[src/rtl/bsd_pkg.sv]
package bsd_pkg;
  localparam int WORD_W   = 16;
  localparam int SYNC_LEN = 6;
  localparam int ZERO_RUN = 4;

  // Preamble words in arrival order
  localparam logic [WORD_W-1:0] SYNC_WORDS [SYNC_LEN] = '{
    16'h0000, 16'h0000, 16'h0000, 16'h0000, 16'hF872, 16'h4E1F
  };
endpackage

[src/rtl/bsd_matcher.sv]
module bsd_matcher
  import bsd_pkg::*;
(
  input  logic              clk,
  input  logic              rst_n,
  input  logic              word_valid,
  input  logic [WORD_W-1:0] word_data,
  output logic              hit
);
  localparam int ST_W = $clog2(SYNC_LEN);

  logic [ST_W-1:0]     state, state_nxt;
  logic [SYNC_LEN-1:0] eq;
  logic                zero_w;

  // One comparator per preamble position
  for (genvar i = 0; i < SYNC_LEN; i++) begin : g_cmp
    assign eq[i] = (word_data == SYNC_WORDS[i]);
  end

  assign zero_w = (word_data == '0);

  always_comb begin
    state_nxt = state;
    hit       = 1'b0;
    if (word_valid) begin
      if (eq[state]) begin
        if (int'(state) == SYNC_LEN-1) begin
          hit       = 1'b1;
          state_nxt = '0;
        end else begin
          state_nxt = state + 1'b1;
        end
      end else if (zero_w) begin
        // A zero past the leading run: either the run continues, or a new run starts
        state_nxt = (int'(state) == ZERO_RUN) ? ST_W'(ZERO_RUN) : ST_W'(1);
      end else begin
        state_nxt = '0;
      end
    end
  end

  always_ff @(posedge clk or negedge rst_n) begin
    if (!rst_n) state <= '0;
    else        state <= state_nxt;
  end

  AST_GAP_HOLDS_STATE: assert property (@(posedge clk) disable iff (!rst_n)
    !word_valid |=> $stable(state));
  AST_HIT_NEEDS_WORD: assert property (@(posedge clk) disable iff (!rst_n)
    hit |-> (word_valid && word_data == SYNC_WORDS[SYNC_LEN-1]));
  AST_BAD_WORD_CLEARS: assert property (@(posedge clk) disable iff (!rst_n)
    (word_valid && word_data != '0 && !eq[state]) |=> (state == '0));
endmodule

[src/rtl/bsd_holdoff.sv]
module bsd_holdoff #(
  parameter int WINDOW = 4096
) (
  input  logic clk,
  input  logic rst_n,
  input  logic hit,
  input  logic frame_tick,
  output logic flag
);
  localparam int CNT_W = (WINDOW > 1) ? $clog2(WINDOW) : 1;
  localparam logic [CNT_W-1:0] LAST = CNT_W'(WINDOW-1);

  logic [CNT_W-1:0] cnt;

  always_ff @(posedge clk or negedge rst_n) begin
    if (!rst_n) begin
      flag <= 1'b0;
      cnt  <= '0;
    end else if (hit) begin
      flag <= 1'b1;
      cnt  <= '0;
    end else if (flag && frame_tick) begin
      if (cnt == LAST) begin
        flag <= 1'b0;
        cnt  <= '0;
      end else begin
        cnt <= cnt + 1'b1;
      end
    end
  end

  AST_RISE_ON_HIT: assert property (@(posedge clk) disable iff (!rst_n)
    hit |=> flag);
  AST_RISE_ONLY_ON_HIT: assert property (@(posedge clk) disable iff (!rst_n)
    $rose(flag) |-> $past(hit));
  AST_FALL_ON_TICK: assert property (@(posedge clk) disable iff (!rst_n)
    $fell(flag) |-> $past(frame_tick));
  AST_COUNT_FROZEN: assert property (@(posedge clk) disable iff (!rst_n)
    (flag && !frame_tick && !hit) |=> $stable(cnt));
  AST_HIT_RESTARTS: assert property (@(posedge clk) disable iff (!rst_n)
    hit |=> (cnt == '0));
endmodule

[src/rtl/burst_sync_detect.sv]
module burst_sync_detect
  import bsd_pkg::*;
#(
  parameter int WINDOW = 4096
) (
  input  logic              clk,
  input  logic              rst_n,
  input  logic              word_valid,
  output logic              word_ready,
  input  logic [WORD_W-1:0] word_data,
  input  logic              frame_tick,
  output logic              compressed_flag
);
  logic hit;

  assign word_ready = 1'b1;

  bsd_matcher u_match (
    .clk        (clk),
    .rst_n      (rst_n),
    .word_valid (word_valid),
    .word_data  (word_data),
    .hit        (hit)
  );

  bsd_holdoff #(.WINDOW(WINDOW)) u_hold (
    .clk        (clk),
    .rst_n      (rst_n),
    .hit        (hit),
    .frame_tick (frame_tick),
    .flag       (compressed_flag)
  );

  AST_RESET_LOW: assert property (@(posedge clk) !rst_n |=> !compressed_flag);
endmodule

[config.mk]
export PLATFORM = sky130hd
export DESIGN_NAME = burst_sync_detect
export DESIGN_NICKNAME = d
export VERILOG_FILES = /design/src/rtl/bsd_pkg.sv /design/src/rtl/bsd_matcher.sv /design/src/rtl/bsd_holdoff.sv /design/src/rtl/burst_sync_detect.sv
export SDC_FILE = /design/constraint.sdc
export NUM_CORES = 1
export LEC_CHECK = 0
export ABC_AREA = 1
export BUFFER_PORTS_ARGS = -buffer_cell sky130_fd_sc_hd__buf_2
export CAP_MARGIN = 10
export CORE_MARGIN = 1.5
export CORE_UTILIZATION = 30
export DETAILED_ROUTE_END_ITERATION = 7
export PLACE_DENSITY = 0.57
export SKIP_LAST_GASP = 1
export SYNTH_ARGS = -nofsm -noshare
export SYNTH_HDL_FRONTEND = slang
export SYNTH_SLANG_ARGS = --single-unit
[constraint.sdc]
create_clock -name clk -period 3 [get_ports clk]
set_clock_uncertainty 0.1 [all_clocks]
set_input_delay 0.6 -clock clk [delete_from_list [all_inputs] [get_ports clk]]
set_output_delay 0.6 -clock clk [all_outputs]
set_load 0.05 [all_outputs]
==> impl_metrics.prom <==
# TYPE chip_impl_metric gauge
chip_impl_metric{name="final_max_tran_viols",unit=""} 0
chip_impl_metric{name="netlist.area_leader.share",unit="%"} 30.8
chip_impl_metric{name="number_of_input_and_output_port_buffers_inserted",unit=""} 20
chip_impl_metric{name="post_synth_instance_area",unit="um2"} 1300
chip_impl_metric{name="mean_cell_area_of_the_mapped_netlist",unit="um2"} 6.98
chip_impl_metric{name="overflow",unit=""} 0
chip_impl_metric{name="antenna_found_initial",unit=""} 0
chip_impl_metric{name="routed_wirelength",unit="um"} 2620
chip_impl_metric{name="seq_area_frac_synth",unit="%"} 30.8
chip_impl_metric{name="clkLatencyLatePin",unit="ns"} 0.25
chip_impl_metric{name="p_int",unit="mW"} 0.383
chip_impl_info{name="tritoncts",value="done"} 1
chip_impl_metric{name="highest_fanout_seen_on_the_critical_path",unit=""} 13
chip_impl_info{name="rsz_0062_raised_after_global_routing",value="no"} 1
chip_impl_metric{name="timing.fmax",unit="MHz"} 559
chip_impl_metric{name="power.share.clock",unit="%"} 28.6
chip_impl_info{name="run_status",value="complete, no violations"} 1
chip_impl_metric{name="gp_congestion",unit=""} 0.781
chip_impl_metric{name="worst_setup_hold_path_clk_slew",unit="ns"} 0.06
chip_impl_metric{name="ant_nets",unit=""} 0
chip_impl_metric{name="netSwitchingPower",unit="mW"} 0.178
chip_impl_metric{name="combPwrFrac",unit="%"} 21.5
chip_impl_metric{name="drt_first_iter_violations",unit=""} 83
chip_impl_metric{name="totalNegativeSetupSlack",unit="ns"} 0
chip_impl_metric{name="yosys_register_bits",unit=""} 16
chip_impl_metric{name="effective_utilization_at_floorplan",unit="%"} 31.8
chip_impl_metric{name="hold_viol_final",unit=""} 0
chip_impl_metric{name="timing.max_cap.violations",unit=""} 0
chip_impl_metric{name="setup_viol",unit=""} 0
chip_impl_metric{name="syn-instance-count",unit=""} 186
chip_impl_metric{name="timing.slew.headroom",unit="%"} 67.2
chip_impl_metric{name="route.detailed.vias_per_inst",unit=""} 4.65
chip_impl_metric{name="power.static_leakage",unit="nW"} 0.794
chip_impl_metric{name="num_rows",unit=""} 23
chip_impl_metric{name="grt_start_max_net_pins",unit=""} 17
chip_impl_metric{name="post-route-drc-count",unit=""} 0
chip_impl_metric{name="worst_pin_slew",unit="ns"} 0.488
chip_impl_metric{name="io_pins",unit=""} 22
chip_impl_metric{name="power_switching_share",unit="%"} 31.7
chip_impl_info{name="synth.top_cells.by_area",value="sky130_fd_sc_hd__dfrtp_1 (31%), sky130_fd_sc_hd__nand2_1 (12%), sky130_fd_sc_hd__nand3_1 (8.1%)"} 1
chip_impl_info{name="timing.critical_path.max_delay_family",value="simple AND/OR/NAND/NOR gates"} 1
chip_impl_metric{name="timing.final.crit_share",unit="%"} 59.6
chip_impl_metric{name="fp.dieW",unit="um"} 68.8
chip_impl_metric{name="floorplan.die_area",unit="um2"} 4730
chip_impl_metric{name="dp_hpwl",unit="um"} 2030
chip_impl_info{name="crit_chain",value="buf_2 > nand2_1 > inv_1 > nand2_1 > xor2_1 > clkinv_1 > nand2_1 > inv_1"} 1
chip_impl_metric{name="final_nets",unit=""} 228
chip_impl_metric{name="yosys.cell_types.count",unit=""} 29
chip_impl_metric{name="place.detailed.instances",unit=""} 252
chip_impl_info{name="hold_path_class",value="in -> async"} 1
chip_impl_metric{name="clock_sinks",unit=""} 16
chip_impl_metric{name="power.share.sequential",unit="%"} 50.0
chip_impl_metric{name="crit_required",unit="ns"} 3.05
chip_impl_metric{name="shortest_period_the_worst_path_allows",unit="ns"} 1.79
chip_impl_metric{name="cts_resized",unit=""} 0
chip_impl_metric{name="via_count_of_the_first_global_routing_pass",unit=""} 1133
chip_impl_metric{name="die_height",unit="um"} 68.8
chip_impl_metric{name="timing.critical_path.buf_inv",unit=""} 4
chip_impl_metric{name="synth_nets",unit=""} 207
chip_impl_metric{name="vdd.ir_drop.worst",unit="mV"} 0.181
chip_impl_metric{name="power_density",unit="nW/um2"} 380
chip_impl_info{name="synth_largest_area_cell",value="sky130_fd_sc_hd__dfrtp_1"} 1
chip_impl_info{name="startpoint_kind_of_the_worst_setup_timing_path",value="input pin"} 1
chip_impl_metric{name="first_drt_pass_iteration_count",unit=""} 4
chip_impl_metric{name="placeableCoreArea",unit="um2"} 4090
chip_impl_metric{name="post_route_cells_drive_above_1_share",unit="%"} 21.5
chip_impl_metric{name="timing.critical_path.slowest_cell_delay",unit="ns"} 0.34
chip_impl_metric{name="detailroute.via_count",unit=""} 1187
chip_impl_metric{name="grt_pass1_wl",unit="um"} 4820
chip_impl_metric{name="antenna-diode-count",unit=""} 0
chip_impl_metric{name="cts_post_setup_buffers_inserted",unit=""} 0
chip_impl_metric{name="detail_route.wl_per_cell",unit="um"} 10.3
chip_impl_metric{name="count_of_placed_standard_cells_in_the_final_layout_fillers_left_out",unit=""} 255
chip_impl_info{name="critPathSlowestCell",value="sky130_fd_sc_hd__nand2_1"} 1
chip_impl_info{name="clock_root_cell",value="sky130_fd_sc_hd__clkbuf_8"} 1
chip_impl_info{name="endpoint_kind",value="register"} 1
chip_impl_metric{name="syn_to_final_growth",unit="%"} 13.5
chip_impl_metric{name="yosys_warnings",unit=""} 0
chip_impl_metric{name="h-tree-depth",unit=""} 1
chip_impl_info{name="timing_worst_setup_path_type",value="in -> reg"} 1
chip_impl_info{name="cp_common_cell",value="sky130_fd_sc_hd__nand2_1"} 1
chip_impl_metric{name="worstPathArrival",unit="ns"} 1.83
chip_impl_metric{name="post-route-util",unit="%"} 36.1
chip_impl_metric{name="cts.hold.buffers_added",unit=""} 0
chip_impl_metric{name="cts_buffers",unit=""} 3
chip_impl_metric{name="cts_max_path_buffers",unit=""} 2
chip_impl_metric{name="grt_util_all_layers",unit="%"} 13.6
-- worst reg2reg max path, cell delays in order, from the launching register on --
cell	delay [ns]
sky130_fd_sc_hd__dfrtp_1	0.39
sky130_fd_sc_hd__nand2_1	0.36
sky130_fd_sc_hd__inv_1	0.32
sky130_fd_sc_hd__nand2_1	0.16
sky130_fd_sc_hd__xor2_1	0.16
sky130_fd_sc_hd__clkinv_1	0.07
sky130_fd_sc_hd__nand2_1	0.05
sky130_fd_sc_hd__inv_1	0.04
-- flip-flops by register name (all words and copies together), names as in the netlist --
name	count
u_match.state	3
u_hold.flag	1
u_hold.cnt	12
-- power by group through the flow --
stage / registers, mW / clock network, mW / logic [mW]
detailed placement: 0.282 / 0 / 0.122
global route: 0.283 / 0.179 / 0.143
global placement: 0.283 / 0 / 0.119
floorplan: 0.278 / 0 / 0.0872
CTS: 0.279 / 0.167 / 0.122
finish: 0.280 / 0.160 / 0.120
-- path summary, 6_finish.rpt --
path                                      startpoint                         to  slack [ns]  depth (start not counted)
max in group asynchronous                      rst_n  u_hold.cnt[1]$_DFFE_PN0P_        2.36                          1
setup / recovery                          frame_tick  u_hold.cnt[8]$_DFFE_PN0P_        1.21                          8
setup reg to reg             u_hold.flag$_DFFE_PN0P_  u_hold.cnt[8]$_DFFE_PN0P_        1.25                          7
hold reg to reg            u_hold.cnt[1]$_DFFE_PN0P_  u_hold.cnt[1]$_DFFE_PN0P_        0.46                          2
min in group clk           u_hold.cnt[1]$_DFFE_PN0P_  u_hold.cnt[1]$_DFFE_PN0P_        0.46                          2
hold / removal                                 rst_n  u_hold.cnt[5]$_DFFE_PN0P_        0.16                          1
-- through the flow --
| step | hold WS (ns) | setup WS [ns] | total power, mW | area, um2 |
|---|---|---|---|---|
| 6_report | 0.162 | 1.21 | 0.560 | 1470 |
| 5_1_grt | 0.189 | 1.03 | 0.605 | 1470 |
| 4_1_cts | 0.176 | 1.22 | 0.568 | 1470 |
| 3_5_place_dp | 0.446 | 0.964 | 0.404 | 1430 |
| 3_3_place_gp | 0.420 | 0.966 | 0.402 | 1430 |
| 2_1_floorplan | 0.204 | 1.32 | 0.365 | 1300 |
-- cells by family (layout without fill, tap and decap cells) --
| family | Yosys count | after routing | share of synthesized area (%) |
|---|---|---|---|
| flip-flops | 16 | 16 | 30.8 |
| adder cells (fa/ha/maj) | 1 | 1 | 0.963 |
| AND/OR/NAND/NOR | 124 | 124 | 50.2 |
| XOR/XNOR | 8 | 8 | 5.40 |
| other | 1 | 1 | 0.289 |
| AO/OA/AOI/OAI | 4 | 4 | 2.02 |
| buffers and inverters | 32 | 51 | 10.3 |
-- Yosys cell counts --
library cell               count
sky130_fd_sc_hd__nand2_1      43
sky130_fd_sc_hd__nor2_1       28
sky130_fd_sc_hd__inv_1        22
sky130_fd_sc_hd__nand3_1      21
sky130_fd_sc_hd__dfrtp_1      16
sky130_fd_sc_hd__nand4_1       9
sky130_fd_sc_hd__nand3_2       7
sky130_fd_sc_hd__xor2_1        7
sky130_fd_sc_hd__inv_2         5
sky130_fd_sc_hd__nand3b_1      4
sky130_fd_sc_hd__nor2_2        3
sky130_fd_sc_hd__buf_2         2
sky130_fd_sc_hd__nand3_4       2
sky130_fd_sc_hd__o21ai_0       2
sky130_fd_sc_hd__a31o_2        1
sky130_fd_sc_hd__and2_1        1
sky130_fd_sc_hd__buf_4         1
sky130_fd_sc_hd__buf_6         1
sky130_fd_sc_hd__clkinv_1      1
sky130_fd_sc_hd__conb_1        1
sky130_fd_sc_hd__ha_1          1
sky130_fd_sc_hd__nand4_2       1
sky130_fd_sc_hd__nor3_1        1
sky130_fd_sc_hd__nor4_1        1
sky130_fd_sc_hd__nor4_2        1
sky130_fd_sc_hd__nor4_4        1
sky130_fd_sc_hd__o211ai_1      1
sky130_fd_sc_hd__or2_1         1
sky130_fd_sc_hd__xnor2_1       1
-- final cells by class --
class                   count  area (um2)
clock buffers               3        41.3
well taps                  50        62.6
repair buffers             20         100
flip-flops and latches     16         400
multi-input cells         138         764
inverters                  28         105
fillers                   473        2610
-- layout by cell type, fill, tap and decap left out --
cell type,instances
sky130_fd_sc_hd__inv_1,22
sky130_fd_sc_hd__nand3b_1,4
sky130_fd_sc_hd__dfrtp_1,16
sky130_fd_sc_hd__a31o_2,1
sky130_fd_sc_hd__nand3_1,21
sky130_fd_sc_hd__xor2_1,7
sky130_fd_sc_hd__nand3_2,7
sky130_fd_sc_hd__conb_1,1
sky130_fd_sc_hd__and2_1,1
sky130_fd_sc_hd__nor2_1,28
sky130_fd_sc_hd__nor2_2,3
sky130_fd_sc_hd__o21ai_0,2
sky130_fd_sc_hd__clkinv_1,1
sky130_fd_sc_hd__ha_1,1
sky130_fd_sc_hd__nand4_2,1
sky130_fd_sc_hd__xnor2_1,1
sky130_fd_sc_hd__or2_1,1
sky130_fd_sc_hd__nand4_1,9
sky130_fd_sc_hd__nor3_1,1
sky130_fd_sc_hd__inv_2,5
sky130_fd_sc_hd__buf_2,20
sky130_fd_sc_hd__nor4_2,1
sky130_fd_sc_hd__clkbuf_8,3
sky130_fd_sc_hd__nand3_4,2
sky130_fd_sc_hd__nor4_1,1
sky130_fd_sc_hd__nand2_1,43
sky130_fd_sc_hd__nor4_4,1
sky130_fd_sc_hd__o211ai_1,1
-- per-layer routing --
metal  global-route usage [%]  share of wire [%]  vias to the layer above
met4                     4.41                1.3                        0
met2                     21.0                 44                       16
li1                         -                  -                      636
met3                     4.22                3.2                        2
met1                     17.9                 52                      533
met5                        0                  0                        -
Note: power is estimated with default switching activity, not from simulation.
